==> src/rtl/sfe_pkg.sv <==
package sfe_pkg;
  typedef enum logic [1:0] {PAR_NONE = 2'd0, PAR_EVEN = 2'd1, PAR_ODD = 2'd2} par_e;

  typedef struct packed {
    logic [2:0] rate;
    logic       eight;
    logic       two_stop;
    par_e       par;
  } cfg_t;

  localparam logic [2:0]  RATE_FALLBACK = 3'd3;
  localparam logic [2:0]  RATE_MAX      = 3'd4;
  localparam int unsigned FMT_CODES     = 12;
  localparam int unsigned MAX_FRAME     = 12;
  localparam int unsigned OVS           = 16;

  // start + data + parity + stop(s)
  function automatic logic [3:0] frame_len(cfg_t c);
    return 4'd2 + (c.eight ? 4'd8 : 4'd7) + {3'd0, c.par != PAR_NONE} + {3'd0, c.two_stop};
  endfunction
endpackage

==> src/rtl/sfe_cfg_decode.sv <==
module sfe_cfg_decode
  import sfe_pkg::*;
(
  input  logic [15:0] setup_i,
  input  logic [15:0] delay_i,
  output cfg_t        cfg_o,
  output logic [13:0] delay_units_o,
  output logic        bad_o
);
  logic [7:0] rate_code, fmt_code;
  logic       rate_bad, fmt_bad, bcd_bad;
  logic [2:0] grp_idx;

  always_comb begin
    rate_code = setup_i[7:0];
    fmt_code  = setup_i[15:8];
    rate_bad  = rate_code > 8'(RATE_MAX);
    fmt_bad   = fmt_code >= 8'(FMT_CODES);
    grp_idx   = '0;
    cfg_o.rate = rate_bad ? RATE_FALLBACK : rate_code[2:0];
    if (fmt_bad) begin
      cfg_o.eight    = 1'b0;
      cfg_o.two_stop = 1'b1;
      cfg_o.par      = PAR_EVEN;
    end else begin
      cfg_o.eight    = fmt_code >= 8'd6;
      grp_idx        = cfg_o.eight ? 3'(fmt_code - 8'd6) : fmt_code[2:0];
      cfg_o.two_stop = grp_idx >= 3'd3;
      case (grp_idx)
        3'd0, 3'd3: cfg_o.par = PAR_EVEN;
        3'd1, 3'd4: cfg_o.par = PAR_ODD;
        default:    cfg_o.par = PAR_NONE;
      endcase
    end
    bcd_bad = 1'b0;
    for (int i = 0; i < 4; i++)
      if (delay_i[4*i +: 4] > 4'd9) bcd_bad = 1'b1;
    delay_units_o = bcd_bad ? 14'd0 :
                    14'(delay_i[15:12]) * 14'd1000 + 14'(delay_i[11:8]) * 14'd100 +
                    14'(delay_i[7:4]) * 14'd10 + 14'(delay_i[3:0]);
    bad_o = rate_bad | fmt_bad | bcd_bad;
  end
endmodule

==> src/rtl/sfe_baud_gen.sv <==
module sfe_baud_gen #(
  parameter  int unsigned SAMPLE_DIV = 407,
  localparam int unsigned CW         = $clog2(SAMPLE_DIV * 16 + 1)
) (
  input  logic       clk_i,
  input  logic       rst_ni,
  input  logic [2:0] rate_i,
  output logic       tick_o
);
  logic [CW-1:0] cnt, lim;

  // slower rates stretch the 19200 sample period by powers of two
  assign lim    = CW'((SAMPLE_DIV << (32'd4 - {29'd0, rate_i})) - 32'd1);
  assign tick_o = cnt >= lim;

  always_ff @(posedge clk_i or negedge rst_ni) begin
    if (!rst_ni)     cnt <= '0;
    else if (tick_o) cnt <= '0;
    else             cnt <= cnt + 1'b1;
  end
endmodule

==> src/rtl/sfe_tx.sv <==
module sfe_tx
  import sfe_pkg::*;
#(
  parameter  int unsigned TICK_DIV = 1250000,
  localparam int unsigned PW       = $clog2(TICK_DIV + 1)
) (
  input  logic        clk_i,
  input  logic        rst_ni,
  input  logic        tick_i,
  input  cfg_t        cfg_i,
  input  logic [13:0] delay_units_i,
  input  logic        valid_i,
  input  logic [7:0]  data_i,
  output logic        ready_o,
  output logic        tx_o
);
  typedef enum logic [1:0] {S_IDLE, S_WAIT, S_SHIFT} st_e;

  st_e                  st;
  logic [PW-1:0]        pre;
  logic [13:0]          units;
  logic [MAX_FRAME-1:0] sreg, frame;
  logic [3:0]           left, sub;
  logic [7:0]           dmask;
  logic                 pbit, has_par;

  always_comb begin
    dmask   = cfg_i.eight ? data_i : {1'b0, data_i[6:0]};
    has_par = cfg_i.par != PAR_NONE;
    pbit    = (^dmask) ^ (cfg_i.par == PAR_ODD);
    frame    = '1;
    frame[0] = 1'b0;
    if (cfg_i.eight) begin
      frame[8:1] = data_i;
      if (has_par) frame[9] = pbit;
    end else begin
      frame[7:1] = data_i[6:0];
      if (has_par) frame[8] = pbit;
    end
  end

  assign ready_o = st == S_IDLE;
  assign tx_o    = (st == S_SHIFT) ? sreg[0] : 1'b1;

  always_ff @(posedge clk_i or negedge rst_ni) begin
    if (!rst_ni) begin
      st    <= S_IDLE;
      pre   <= '0;
      units <= '0;
      sreg  <= '1;
      left  <= '0;
      sub   <= '0;
    end else begin
      case (st)
        S_IDLE: if (valid_i) begin
          sreg  <= frame;
          left  <= frame_len(cfg_i);
          units <= delay_units_i;
          pre   <= '0;
          st    <= S_WAIT;
        end
        S_WAIT: begin
          if (units != '0) begin
            if (pre == PW'(TICK_DIV - 1)) begin
              pre   <= '0;
              units <= units - 1'b1;
            end else begin
              pre <= pre + 1'b1;
            end
          end else if (tick_i) begin
            sub <= '0;
            st  <= S_SHIFT;
          end
        end
        S_SHIFT: if (tick_i) begin
          sub <= sub + 1'b1;
          if (sub == 4'(OVS - 1)) begin
            if (left == 4'd1) st <= S_IDLE;
            else begin
              sreg <= {1'b1, sreg[MAX_FRAME-1:1]};
              left <= left - 1'b1;
            end
          end
        end
        default: st <= S_IDLE;
      endcase
    end
  end
endmodule

==> src/rtl/sfe_rx.sv <==
module sfe_rx
  import sfe_pkg::*;
(
  input  logic       clk_i,
  input  logic       rst_ni,
  input  logic       tick_i,
  input  cfg_t       cfg_i,
  input  logic       rx_i,
  output logic       idle_o,
  output logic       valid_o,
  output logic [7:0] data_o,
  output logic       perr_o,
  output logic       ferr_o
);
  typedef enum logic [1:0] {R_IDLE, R_START, R_BITS} st_e;

  st_e        st;
  logic [1:0] sync;
  logic       line, maj, has_par, rpb, rstop;
  logic [3:0] sub, idx, nrx;
  logic [2:0] votes;
  logic [9:0] sreg, nxt, al;
  logic [7:0] rdat;

  assign line    = sync[1];
  assign idle_o  = st == R_IDLE;
  assign maj     = (votes[0] & votes[1]) | (votes[0] & votes[2]) | (votes[1] & votes[2]);
  assign has_par = cfg_i.par != PAR_NONE;
  assign nrx     = (cfg_i.eight ? 4'd8 : 4'd7) + {3'd0, has_par} + 4'd1;

  always_comb begin
    nxt   = {maj, sreg[9:1]};
    al    = nxt >> (4'd10 - nrx);
    rdat  = cfg_i.eight ? al[7:0] : {1'b0, al[6:0]};
    rpb   = cfg_i.eight ? al[8] : al[7];
    rstop = al[4'(nrx - 4'd1)];
  end

  always_ff @(posedge clk_i or negedge rst_ni) begin
    if (!rst_ni) begin
      sync    <= 2'b11;
      st      <= R_IDLE;
      sub     <= '0;
      idx     <= '0;
      votes   <= '1;
      sreg    <= '0;
      valid_o <= 1'b0;
      data_o  <= '0;
      perr_o  <= 1'b0;
      ferr_o  <= 1'b0;
    end else begin
      sync    <= {sync[0], rx_i};
      valid_o <= 1'b0;
      perr_o  <= 1'b0;
      ferr_o  <= 1'b0;
      if (tick_i) begin
        if (st == R_IDLE) begin
          if (!line) begin
            st  <= R_START;
            sub <= 4'd1;
          end
        end else begin
          sub <= sub + 1'b1;
          if (sub >= 4'd7 && sub <= 4'd9) votes[2'(sub - 4'd7)] <= line;
          if (sub == 4'(OVS - 1)) begin
            if (st == R_START) begin
              idx <= '0;
              st  <= maj ? R_IDLE : R_BITS;
            end else begin
              sreg <= nxt;
              if (idx == nrx - 4'd1) begin
                st      <= R_IDLE;
                valid_o <= 1'b1;
                data_o  <= rdat;
                perr_o  <= has_par & ((^rdat) ^ rpb ^ (cfg_i.par == PAR_ODD));
                ferr_o  <= ~rstop;
              end else begin
                idx <= idx + 1'b1;
              end
            end
          end
        end
      end
    end
  end
endmodule

==> src/rtl/serial_fmt_engine.sv <==
module serial_fmt_engine
  import sfe_pkg::*;
#(
  parameter int unsigned SAMPLE_DIV = 407,
  parameter int unsigned TICK_DIV   = 1250000
) (
  input  logic        clk_i,
  input  logic        rst_ni,
  input  logic [15:0] setup_i,
  input  logic [15:0] delay_i,
  input  logic        err_clr_i,
  input  logic        tx_valid_i,
  input  logic [7:0]  tx_data_i,
  output logic        tx_ready_o,
  output logic        tx_o,
  input  logic        rx_i,
  output logic        rx_valid_o,
  output logic [7:0]  rx_data_o,
  output logic        rx_perr_o,
  output logic        rx_ferr_o,
  output logic        err_o
);
  cfg_t        cfg_d, cfg_q;
  logic [13:0] units_d, units_q;
  logic        cfg_bad, latch_en, rx_idle, tick;

  sfe_cfg_decode u_dec (
    .setup_i      (setup_i),
    .delay_i      (delay_i),
    .cfg_o        (cfg_d),
    .delay_units_o(units_d),
    .bad_o        (cfg_bad)
  );

  assign latch_en = tx_ready_o & rx_idle;

  always_ff @(posedge clk_i or negedge rst_ni) begin
    if (!rst_ni) begin
      cfg_q   <= '{rate: RATE_FALLBACK, eight: 1'b1, two_stop: 1'b0, par: PAR_NONE};
      units_q <= '0;
      err_o   <= 1'b0;
    end else begin
      if (latch_en) begin
        cfg_q   <= cfg_d;
        units_q <= units_d;
      end
      if (err_clr_i)                err_o <= 1'b0;
      else if (latch_en && cfg_bad) err_o <= 1'b1;
    end
  end

  sfe_baud_gen #(.SAMPLE_DIV(SAMPLE_DIV)) u_baud (
    .clk_i (clk_i),
    .rst_ni(rst_ni),
    .rate_i(cfg_q.rate),
    .tick_o(tick)
  );

  sfe_tx #(.TICK_DIV(TICK_DIV)) u_tx (
    .clk_i        (clk_i),
    .rst_ni       (rst_ni),
    .tick_i       (tick),
    .cfg_i        (cfg_q),
    .delay_units_i(units_q),
    .valid_i      (tx_valid_i),
    .data_i       (tx_data_i),
    .ready_o      (tx_ready_o),
    .tx_o         (tx_o)
  );

  sfe_rx u_rx (
    .clk_i  (clk_i),
    .rst_ni (rst_ni),
    .tick_i (tick),
    .cfg_i  (cfg_q),
    .rx_i   (rx_i),
    .idle_o (rx_idle),
    .valid_o(rx_valid_o),
    .data_o (rx_data_o),
    .perr_o (rx_perr_o),
    .ferr_o (rx_ferr_o)
  );
endmodule

==> config.mk <==
export PLATFORM = sky130hd
export DESIGN_NAME = serial_fmt_engine
export DESIGN_NICKNAME = d
export VERILOG_FILES = /design/src/rtl/sfe_pkg.sv /design/src/rtl/sfe_cfg_decode.sv /design/src/rtl/sfe_baud_gen.sv /design/src/rtl/sfe_tx.sv /design/src/rtl/sfe_rx.sv /design/src/rtl/serial_fmt_engine.sv
export SDC_FILE = /design/constraint.sdc
export NUM_CORES = 1
export LEC_CHECK = 0
export BUFFER_PORTS_ARGS = -buffer_cell sky130_fd_sc_hd__clkbuf_2
export CAP_MARGIN = 20
export CORE_UTILIZATION = 45
export DETAILED_ROUTE_END_ITERATION = 8
export GPL_TIMING_DRIVEN = 0
export HOLD_SLACK_MARGIN = 0.06
export PLACE_DENSITY_LB_ADDON = 0.05
export SYNTH_ARGS = -nofsm -noshare
export SYNTH_HDL_FRONTEND = slang
export SYNTH_SLANG_ARGS = --single-unit
==> constraint.sdc <==
create_clock -name clk_i -period 11.9 [get_ports clk_i]
set_input_delay 2.38 -clock clk_i [delete_from_list [all_inputs] [get_ports clk_i]]
set_output_delay 2.38 -clock clk_i [all_outputs]
set_load 0.03 [all_outputs]
# After elaboration in Yosys (flattened, before gate mapping)
# Index checks and enable logic that the tools add are counted.
# totals
in_bits	45
wordCells	209
reg_bits	128
output_inout_bits	14
# classes
addsub	21
bitwise_logic	15
mux	79
n_eq_ne	23
mul	3
n_reduce_logical	29
order_cmp	14
shift	2
# op_table
operator	count
2-to-1 mux 21 bit	3
2-to-1 mux 14 bit	4
2-to-1 mux 4 bit	13
2-to-1 mux 12 bit	4
one-hot mux 21 bit (2 select lines)	1
<< shifter 9 x 32 -> 13 bit, first input constant	1
one-hot mux 14 bit (2 select lines)	1
2-to-1 mux 1 bit	27
2-to-1 mux 2 bit	12
2-to-1 mux 8 bit	3
one-hot mux 12 bit (2 select lines)	1
adder 21 x 1 -> 21 bit, second input constant	1
equality test 21 bit, second input constant	1
AND reduction 4 bit	5
adder 4 x 1 -> 4 bit, second input constant	4
greater-than comparator 4 bit, second input constant	4
inequality test 2 bit, second input constant	8
one-hot mux 4 bit (2 select lines)	2
XOR reduction 8 bit	2
adder 14 x 11 -> 14 bit	1
adder 14 x 4 -> 14 bit	1
adder 14 x 8 -> 14 bit	1
nonzero test 14 bit	1
subtractor 14 x 1 -> 14 bit, second input constant	1
other kinds (53)	84

# Logic depth before layout (Yosys ltp)
# Gate-level depths: netlist of the first run.
# depth
depth_word	15
ltp_mapped	25
depth_no_buf	21

# By module
# From an unflattened synthesis of the first run, not the netlist that was laid out.
# unflattened
hier_cells	1047
hier_area_um2	9809.4
# modules_own_cells
mod	area_per_inst_um2	instances	seq_area_each_um2	cells_per_inst
sfe_tx	3385.7	1	1388.8	387
sfe_rx	2178.3	1	882.1	222
sfe_cfg_decode	2008.2	1	0.0	237
sfe_baud_gen	1332.5	1	325.3	153
serial_fmt_engine	904.6	1	554.3	48

# Worst setup path after synthesis of the first run
# OpenSTA, ideal clock, no wires.
# synth_path
path_kind	input to register
from	in delay_i[13]
to	reg units_q[13]
arrival_ns	6.021
stages	15
t_required_ns	11.779
path_slack_ns	5.758
n_path_buf	0
cell_sequence	fa_1 > inv_1 > fa_1 > inv_1 > ha_1 > a21o_1 > a21oi_1 > xnor2_1 > ha_1 > ha_1 > ha_1 > o41ai_1 > o21ai_0 > xnor2_1 > a22o_1
# synth_between
elab_chain_len	5
word_cells_on_any_way	7
classes_between	add/sub: 3; mul: 1; order compare: 1; mux: 2
# synth_lines
element	line_no	rtl
from (decl)	serial_fmt_engine.sv:10	input logic [15:0] delay_i,
multiplier 4 x 7 -> 11 bit	sfe_cfg_decode.sv:39	14'(delay_i[15:12]) * 14'd1000 + 14'(delay_i[11:8]) * 14'd100 +
adder 14 x 11 -> 14 bit	sfe_cfg_decode.sv:39	
adder 14 x 8 -> 14 bit	sfe_cfg_decode.sv:39	
adder 14 x 4 -> 14 bit	sfe_cfg_decode.sv:40	14'(delay_i[7:4]) * 14'd10 + 14'(delay_i[3:0]);
2-to-1 mux 14 bit (*)	sfe_cfg_decode.sv:38	delay_units_o = bcd_bad ? 14'd0 :
to (signal assigned)	serial_fmt_engine.sv:45	units_q <= units_d;
to (decl)	serial_fmt_engine.sv:24	logic [13:0] units_d, units_q;
# Every way passes the cells marked *; elsewhere a longest branch is shown, timed or not.
# A chain may end at the register's enable or synchronous reset.

# Worst setup path in the final report of the first run
# Ends and elaborated chain as after synthesis.

==> impl_metrics.tcl, run 1 <==
set metrics [dict create \
    grt_pass1_vias 7010 \
    end_kind "register" \
    worstRegToRegCells 23 \
    yosysWarnings 0 \
    worstPathArrival_ns 6.50 \
    max-vdd-ir-drop_uv 112 \
    grt_antenna_before_repair 0 \
    synth_top_area_share_pct 29.2 \
    post_cts_buffers 0 \
    h-tree-depth 4 \
    ys_ff_latch 125 \
    port_buffers 58 \
    area_growth_pct 13.4 \
    total_power_uw 1520 \
    hold_depth 0 \
    core_mm2 0.0197 \
    cts_buffer_depth 2 \
    max_cap_viol_count 0 \
    grt_max_degree 75 \
    ys.flop_type "dfrtp_1" \
    syn_area_mm2 0.00918 \
    min_period_ns 6.20 \
    num-fill-cells 1860 \
    layout_common_cells "dfrtp_1 (107), ha_1 (89), nand2_1 (81), nor2_1 (73), inv_1 (70)" \
    clockRootBuffer "clkbuf_16" \
    n_antenna_cell 0 \
    first_pass_iters 5 \
    via_count 7223 \
    status "finished clean" \
    drt_iter0_drc 284 \
    ys_async_sr_fraction_pct 100 \
    tightest_slew_ns 0.629 \
    hold_path_class "register to register" \
    post-dp-hpwl_mm 15.2 \
    remaining_drc_errors 0 \
    die-area_mm2 0.0210 \
    rows 51 \
    layout_setup_ws_ns 5.70 \
    vias_per_cell 5.41 \
    ys_seq_area_share_pct 34.3 \
    cp_max_fo 6 \
    worst-setup-path-type "primary input to register" \
    slew_headroom_pct 57.8 \
    grt.total_usage_pct 21.1 \
    die_w_um 145 \
    fin_skew_ns 0.00862 \
    clock_sinks 125 \
    layout-drive-gt1-share_pct 15.6 \
    routabilityCongestion 0.816 \
    grt_pass1_wl_mm 34.8 \
    p_per_area_mw_per_mm2 146 \
    synth_top_cell_by_area "dfrtp_1" \
    overflow 0 \
    cp-start-kind "primary input" \
    cts_tree "yes" \
    fin_crit_sh_pct 52.1 \
    cts_buffers 17 \
    path_clk_slew_ns 0.06 \
    drt_wl_total_mm 20.4 \
    register_area_mm2 0.00315 \
    final_common_cell "dfrtp_1" \
    num_io_pins 59 \
    clk_latency_ns 0.42 \
    multiInputGateArea_mm2 0.00558 \
    crit_required_ns 12.20 \
    die_h_um 145 \
    synth_cell_types 80 \
    rsz0062_at_grt "false" \
    synth_cells 979 \
    report.final.hold_viol_count 0 \
    slew_viol_final 0 \
    avgSynthCellArea_um2 9.38 \
    max_freq_mhz 161 \
    dp_slack_ns 5.26 \
    synth.area.top_cells "dfrtp_1 (29%), ha_1 (12%), dfstp_2 (5.2%)" \
    hold_buffers 0 \
    p_leak_uw 0.00505 \
    nets 1209 \
    synth-edff-count 0 \
    syn-num-nets 1131 \
    setup_viol_count_final 0 \
    antenna_left 0 \
    drt-wirelength-per-cell_um 15.3 \
    initial_core_util_pct 46.6 \
    cts-resized-gates 0 \
    tns_ns 0 \
]
[state kept, by name, indices dropped and copies added, names as in the netlist]
signal,cells
u_rx.sync,2
u_rx.votes,3
u_tx.units,14
u_rx.valid_o,1
cfg_q,7
u_tx.left,4
u_tx.pre,21
u_rx.perr_o,1
u_tx.st,2
u_rx.sreg,9
units_q,14
u_rx.ferr_o,1
u_rx.sub,4
err_o,1
u_tx.sub,4
u_rx.st,2
u_tx.sreg,10
u_rx.idx,4
u_rx.data_o,8
u_baud.cnt,13
[final cells by class]
cell class	instances	share of cell area [%]
clock inverter	13	1.38
clock buffer	19	4.16
timing repair buffer	59	3.13
sequential	125	30.2
buffer	41	1.83
multi-input combinational	743	53.6
inverter	70	2.52
tap	265	3.18
[metrics by stage]
| step | cell area [um^2] | util (%) | hold slack [ns] | cells |
|---|---|---|---|---|
| finish | 10400 | 52.8 | 0.361 | 1335 |
| global route | 10400 | 52.8 | 0.366 | 1335 |
| CTS | 10400 | 52.8 | 0.367 | 1335 |
| detailed placement | 9840 | 49.9 | 0.357 | 1303 |
| global placement | 9800 | 49.7 | 0.354 | 1302 |
| floorplan | 9180 | - | 0.345 | 979 |
[kinds of logic (layout without fill, tap and decap cells)]
logic type               Yosys count  count (layout)  share of synthesized area, %
multiplexers                      39              39                          5.08
adder cells (fa/ha/maj)          108             108                          16.2
AO/OA/AOI/OAI                    231             231                          16.7
XOR/XNOR                          64              64                          6.34
buffers and inverters            111             202                          4.93
flip-flops                       125             125                          34.3
AND/OR/NAND/NOR                  301             301                          16.5
[synth_stat cells (11+ instances only)]
| master | n |
|---|---|
| buf_2 | 11 |
| a21o_1 | 17 |
| o21ai_0 | 56 |
| xnor2_1 | 36 |
| inv_1 | 70 |
| mux2i_1 | 14 |
| nor2b_1 | 12 |
| nor2_1 | 73 |
| nand2b_1 | 14 |
| o22ai_1 | 13 |
| mux2_2 | 21 |
| clkbuf_1 | 25 |
| xor2_1 | 26 |
| and3_1 | 24 |
| nor3_1 | 17 |
| nand2_1 | 81 |
| fa_1 | 18 |
| dfrtp_1 | 107 |
| a21oi_1 | 49 |
| nand3_1 | 25 |
| dfstp_2 | 18 |
| ha_1 | 89 |
[power by group]
group	leakage, uW	switching [uW]	internal [uW]
registers	0.00160	49.1	476
clock network	0.000270	199	309
logic	0.00318	262	228
total	0.00505	510	1010
[worst max-delay path, stage by stage]
cell,delay (ns)
clkbuf_2,0.15
fa_1,0.66
inv_1,0.08
fa_1,0.47
inv_1,0.04
ha_1,0.32
a21o_1,0.17
a21oi_1,0.24
xnor2_1,0.15
ha_1,0.25
ha_1,0.30
ha_1,0.23
o41ai_1,0.48
o21ai_0,0.20
xnor2_1,0.17
a22o_1,0.21
[per-layer routing]
metal	up-vias	routed length (um)	track usage (%)	part of all wire (%)
met3	16	526	3.75	2.6
met5	-	0	0	0
met4	0	306	6.93	1.5
li1	3650	-	-	-
met2	100	9340	33.2	46
met1	3457	10200	29.3	50
[worst paths after layout]
kind,start,end,slack (ns)
min in group asynchronous,rst_ni,u_rx.valid_o,1.91
max in group asynchronous,rst_ni,cfg_q[4],9.25
worst max register to register,cfg_q[5],u_tx.sreg[2],6.08
worst min register to register,u_rx.sync[0],u_rx.sync[1],0.36
worst max-delay path,delay_i[13],units_q[13],5.70
worst min-delay path,u_rx.sync[0],u_rx.sync[1],0.36
Note: power is estimated with default switching activity, not from simulation.
==> inputs of run 2 (changes only) <==
ABC_AREA = 1   (was unset)
clock period = 6 ns   (was 11.9 ns; I/O delays follow)
==> impl_metrics.tcl, run 2 <==
set metrics [dict create \
    dp.cells 1551 \
    rrSetupSlack_ns 1.63 \
    grt_pass1_vias 7825 \
    drt_wl_total_mm 21.0 \
    worstPathArrival_ns 5.21 \
    area_growth_pct 13.4 \
    first_pass_iters 5 \
    cts_buffer_depth 2 \
    drt-wirelength-per-cell_um 13.3 \
    synth_top_family_by_area "simple AND/OR/NAND/NOR gates" \
    p_sw_share_pct 43.9 \
    die_w_um 146 \
    grt_pass1_wl_mm 37.0 \
    synth_xor_area_share_pct 3.67 \
    nets 1452 \
    worst-setup-path-type "primary input to register" \
    largest_register "u_tx.pre" \
    crit_end "units_q[13]" \
    fin_util_pct 52.2 \
    p_comb_share_pct 49.8 \
    rsz0062_at_grt "false" \
    via_count 8058 \
    grt.total_usage_pct 21.4 \
    num_io_pins 59 \
    place_area_mm2 0.00998 \
    post-dp-hpwl_mm 16.3 \
    hold_path_class "register to register" \
    drt_iter0_drc 333 \
    num-fill-cells 2024 \
    synth_top_area_share_pct 28.7 \
    die_h_um 146 \
    crit_start "delay_i[14]" \
    status "finished clean" \
    synthAdderAreaFrac_pct 15.8 \
    post-synth-top-count-cell "nand2_1" \
    setup_viol_count_final 0 \
    report.final.hold_viol_count 0 \
    vias_per_cell 5.09 \
    hold_start "u_rx.sync[0]" \
    grt_antenna_before_repair 0 \
    ys.flop_type "dfrtp_1" \
    largest_register_ffs 21 \
    pwr-share-clk_pct 23.3 \
    antenna_left 0 \
    final_cells 1583 \
    n_antenna_cell 0 \
    multiInputGateArea_mm2 0.00534 \
    synth-edff-count 0 \
    initial_core_util_pct 46.0 \
    syn-num-nets 1374 \
    tns_ns 0 \
    synth_top_cell_by_area "dfrtp_1" \
    crit_required_ns 6.28 \
    reg2reg_to "u_tx.sreg[6]" \
    syn_area_mm2 0.00932 \
    cts-resized-gates 0 \
    cts_tree "yes" \
    fin_skew_ns 0.0130 \
    yosys-top-cells-count "nand2_1 (243), inv_1 (175), nor2_1 (114)" \
    synth-compound-area-share_pct 14.1 \
    cp_max_fo 7 \
    synth_cell_types 50 \
    ys_seq_area_share_pct 33.8 \
    yosysWarnings 0 \
    post_cts_buffers 0 \
    overflow 0 \
    cpPeakStageDelay_ns 0.64 \
    port_buffers 58 \
    remaining_drc_errors 0 \
    routabilityCongestion 0.813 \
    synth.area.top_cells "dfrtp_1 (29%), ha_1 (12%), nand2_1 (9.8%)" \
    die-area_mm2 0.0213 \
    cp-start-kind "primary input" \
    avgSynthCellArea_um2 7.62 \
    p_int_uw 2470 \
    slew_headroom_pct 37.2 \
    synth_cells 1222 \
    grt_max_degree 75 \
    path_cells "clkbuf_2 -> fa_1 -> inv_1 -> fa_1 -> inv_1 -> ha_1 -> nand2_1 -> o21ai_0 -> xor2_1 -> inv_1 -> ha_1 -> ha_1 -> ha_1 -> inv_1 -> nor3_1 -> nand3_1 -> o2111ai_1 -> nand3_1 -> nand2_1 -> o22ai_1" \
    clk_latency_ns 0.43 \
    end_kind "register" \
    h-tree-depth 4 \
    path_clk_slew_ns 0.06 \
    synth.mux.area_fraction_pct 0 \
    cts_buffers 17 \
    fin_crit_sh_pct 82.2 \
    register_area_mm2 0.00315 \
    ys_ff_latch 125 \
    clock_sinks 125 \
    reg_top3 "u_tx.pre: 21 flops, u_tx.units: 14 flops, units_q: 14 flops" \
    fin_area_mm2 0.0106 \
    p_leak_uw 0.00526 \
    final_common_cell "nand2_1" \
    core_mm2 0.0202 \
    reg2reg_from "cfg_q[4]" \
    tightest_slew_ns 0.933 \
    power_switching_uw 1930 \
    min_period_ns 4.93 \
    layout-drive-gt1-share_pct 12.3 \
    worstRegToRegCells 23 \
    clockRootBuffer "clkbuf_16" \
    p_seq_share_pct 27.0 \
    slowest_stage "fa_1" \
    hold_buffers 0 \
    max-vdd-ir-drop_uv 189 \
    layout_common_cells "nand2_1 (243), inv_1 (175), nor2_1 (114), dfrtp_1 (107), o21ai_0 (96)" \
    rows 52 \
    max_freq_mhz 203 \
    max_cap_viol_count 0 \
    ys_async_sr_fraction_pct 100 \
    synth_simple_gate_area_share_pct 23.8 \
    total_power_uw 4400 \
    slew_viol_final 0 \
    p_per_area_mw_per_mm2 416 \
]
-- run 2: cell count changes after synthesis, sizes merged, moves of 21 or more --
cell and change:
nand2 +174, inv +115, nand3 +61, o21ai +52, nor2 +43, a21oi +24
and3 -24, xnor2 -22, mux2 -21
-- run 2: power groups by stage --
stage          clock [uW]  combinational, uW  sequential [uW]
6_report             1020               2190             1190
3_3_place_gp            0               2160             1200
4_1_cts              1040               2200             1190
2_1_floorplan           0               1660             1170
3_5_place_dp            0               2190             1200
5_1_grt              1080               2540             1210
-- run 2: area by class of cell --
class	count	area share (%)
Clock inverter	14	1.37
Buffer	22	1.20
Timing Repair Buffer	59	3.09
Multi-Input combinational cell	889	50.6
Clock buffer	18	4.16
Sequential cell	125	29.8
Tap cell	270	3.20
Inverter	186	6.61
-- run 2: metrics by stage --
step                setup WS, ns  hold WS (ns)
CTS                         1.03         0.358
global route               0.685         0.364
global placement           0.640         0.349
detailed placement         0.597         0.350
finish                      1.07         0.358
floorplan                   1.13         0.345
-- run 2: cells by family after synthesis --
| family | count (synthesis) |
|---|---|
| compound gates | 233 |
| xor+xnor | 39 |
| fa+ha+maj | 107 |
| buf+inv | 208 |
| flops | 125 |
| simple gates | 510 |
-- run 2: layer usage --
metal	track usage, %	part of all wire [%]	vias to the layer above
met2	35.3	46	113
met5	0	0	-
li1	-	-	4186
met1	29.0	50	3737
met3	3.39	2.7	22
met4	5.79	1.3	0
-- run 2: critical path, delay by kind of cell --
kind	cells	cell delay, ns
xor gates and xnor gates	1	0.17
adders and majority gates	6	2.35
AOI/OAI and AO/OA	3	0.46
and+or+nand+nor	5	0.58
buffers and inverters	5	0.44
-- run 2: worst min-delay path by stage --
stage               depth (start not counted)  slack, ns           end
global route                                0       0.36  u_rx.sync[1]
CTS                                         0       0.36  u_rx.sync[1]
global placement                            0       0.35  u_rx.sync[1]
finish                                      0       0.36  u_rx.sync[1]
floorplan                                   0       0.35  u_rx.sync[1]
detailed placement                          0       0.35  u_rx.sync[1]
==> inputs of run 3 (changes only) <==
clock period = 4.35 ns   (was 6 ns; I/O delays follow)
==> impl_metrics.tcl, run 3 (synthesis gave the netlist of run 2 again) <==
set metrics [dict create \
    end_kind "register" \
    grt.total_usage_pct 20.9 \
    setup_viol_count_final 0 \
    place_area_mm2 0.0100 \
    layout-drive-gt1-share_pct 15.7 \
    max_cap_viol_count 0 \
    wl_met1_mm 10.5 \
    h-tree-depth 4 \
    total_power_uw 6470 \
    holdWs_ns 0.355 \
    fin_area_mm2 0.0109 \
    drt-wirelength-per-cell_um 13.5 \
    layout_common_cells "nand2_1 (237), inv_1 (174), nor2_1 (111), dfrtp_1 (107), o21ai_0 (87)" \
    path_clk_slew_ns 0.06 \
    hold_path_end "u_rx.sync[1]" \
    via_count 8114 \
    multiInputGateArea_mm2 0.00558 \
    wl_met3_um 704 \
    rsz0062_at_grt "true" \
    core_mm2 0.0202 \
    post-dp-hpwl_mm 16.0 \
    worstRegToRegCells 24 \
    remaining_drc_errors 0 \
    clockRootBuffer "clkbuf_16" \
    grt_antenna_before_repair 0 \
    die_h_um 146 \
    grt_max_degree 74 \
    slew_viol_final 0 \
    p_per_area_mw_per_mm2 593 \
    port_buffers 58 \
    final_common_cell "nand2_1" \
    die-area_mm2 0.0213 \
    cp_max_fo 7 \
    met2_length_mm 9.94 \
    reg2reg_to "u_tx.left[3]" \
    initial_core_util_pct 46.0 \
    cts_buffer_depth 2 \
    routabilityCongestion 0.829 \
    rows 52 \
    cp-start-kind "primary input" \
    die_w_um 146 \
    largest_register "u_tx.pre" \
    clk_latency_ns 0.43 \
    dp_slack_ns -0.480 \
    status "finished clean" \
    first_pass_iters 6 \
    maxUsedRoutingLayer "met4" \
    num_io_pins 59 \
    fin_skew_ns 0.0133 \
    area_growth_pct 17.2 \
    reg2reg_from "cfg_q[4]" \
    min_period_ns 4.22 \
    hold_depth 0 \
    p_leak_uw 0.00536 \
    register_area_mm2 0.00315 \
    max_freq_mhz 237 \
    fin_crit_sh_pct 97.0 \
    max-vdd-ir-drop_uv 284 \
    hold_buffers 0 \
    tightest_slew_ns 0.933 \
    antenna_left 0 \
    report.final.hold_viol_count 0 \
    largest_register_ffs 21 \
    drt_iter0_drc 413 \
    nets 1464 \
    worstPathArrival_ns 4.53 \
    n_antenna_cell 0 \
    grt_pass1_vias 7561 \
    hold_start "u_rx.sync[0]" \
    layout_setup_ws_ns 0.131 \
    grt_pass1_wl_mm 36.0 \
    clock_sinks 125 \
    cts_buffers 17 \
    overflow 0 \
    hold_path_class "register to register" \
    cts_tree "yes" \
    reg_top3 "u_tx.pre: 21 flops, u_tx.units: 14 flops, units_q: 14 flops" \
    vias_per_cell 5.09 \
    slew_headroom_pct 37.2 \
    crit_required_ns 4.66 \
    drt_wl_total_mm 21.5 \
    worst-setup-path-type "primary input to register" \
    rrSetupSlack_ns 0.35 \
    num-fill-cells 1996 \
]
run 3: per-layer routing:
metal / GRT usage, % / up-vias
li1: - / 4193
met1: 28.7 / 3775
met2: 33.5 / 123
met3: 3.73 / 23
met4: 6.53 / 0
met5: 0 / -
run 3: power by group:
part | internal (uW) | total (uW) | switching (uW)
sequential | 1450 | 1640 | 184
combinational | 1290 | 3360 | 2070
clock | 918 | 1470 | 556
total | 3670 | 6470 | 2810
run 3: stage by stage:
step	utilization [%]	setup TNS, ns	std cells
floorplan	-	0	1222
global placement	49.3	-2.09	1550
detailed placement	49.5	-2.20	1551
CTS	52.6	0	1584
global route	54.0	-0.775	1595
finish	54.0	0	1595
run 3: worst max-delay path: stages:
cell	delay (ns)
buf_4	0.16
fa_2	0.60
inv_1	0.06
fa_1	0.48
inv_1	0.06
ha_4	0.26
a21oi_2	0.14
nand2_2	0.09
xnor2_1	0.14
inv_1	0.07
ha_1	0.32
ha_4	0.27
ha_4	0.25
inv_2	0.10
nor3_2	0.05
nand3_1	0.10
o2111ai_2	0.12
xor2_1	0.19
a22o_1	0.20
run 3: repair_timing:
| action | CTS | global route |
|---|---|---|
| pin swaps | 1 | 20 |
| gates cloned | 0 | 1 |
| gates resized for setup | 3 | 47 |
| endpoints found under the setup margin | 14 | 61 |
| buffers inserted | 1 | 10 |
run 3: cell type report:
cell class              count  share of cell area, %
flip-flops and latches    125                   28.9
inverters                 186                   6.40
plain buffers              22                   1.19
clock inverters            13                   1.52
multi-input cells         890                   51.1
repair buffers             70                   3.79
clock buffers              19                   4.06
well taps                 270                   3.09
run 3: how the worst max path moves through the flow:
stage | start | end | slack, ns | depth (start not counted)
global route | cfg_q[4] | u_tx.left[3] | -0.07 | 24
CTS | delay_i[13] | units_q[11] | 0.009 | 18
global placement | delay_i[14] | units_q[11] | -0.48 | 18
detailed placement | delay_i[13] | units_q[13] | -0.48 | 20
floorplan | delay_i[13] | units_q[12] | 0.002 | 18
finish | delay_i[15] | units_q[12] | 0.13 | 19
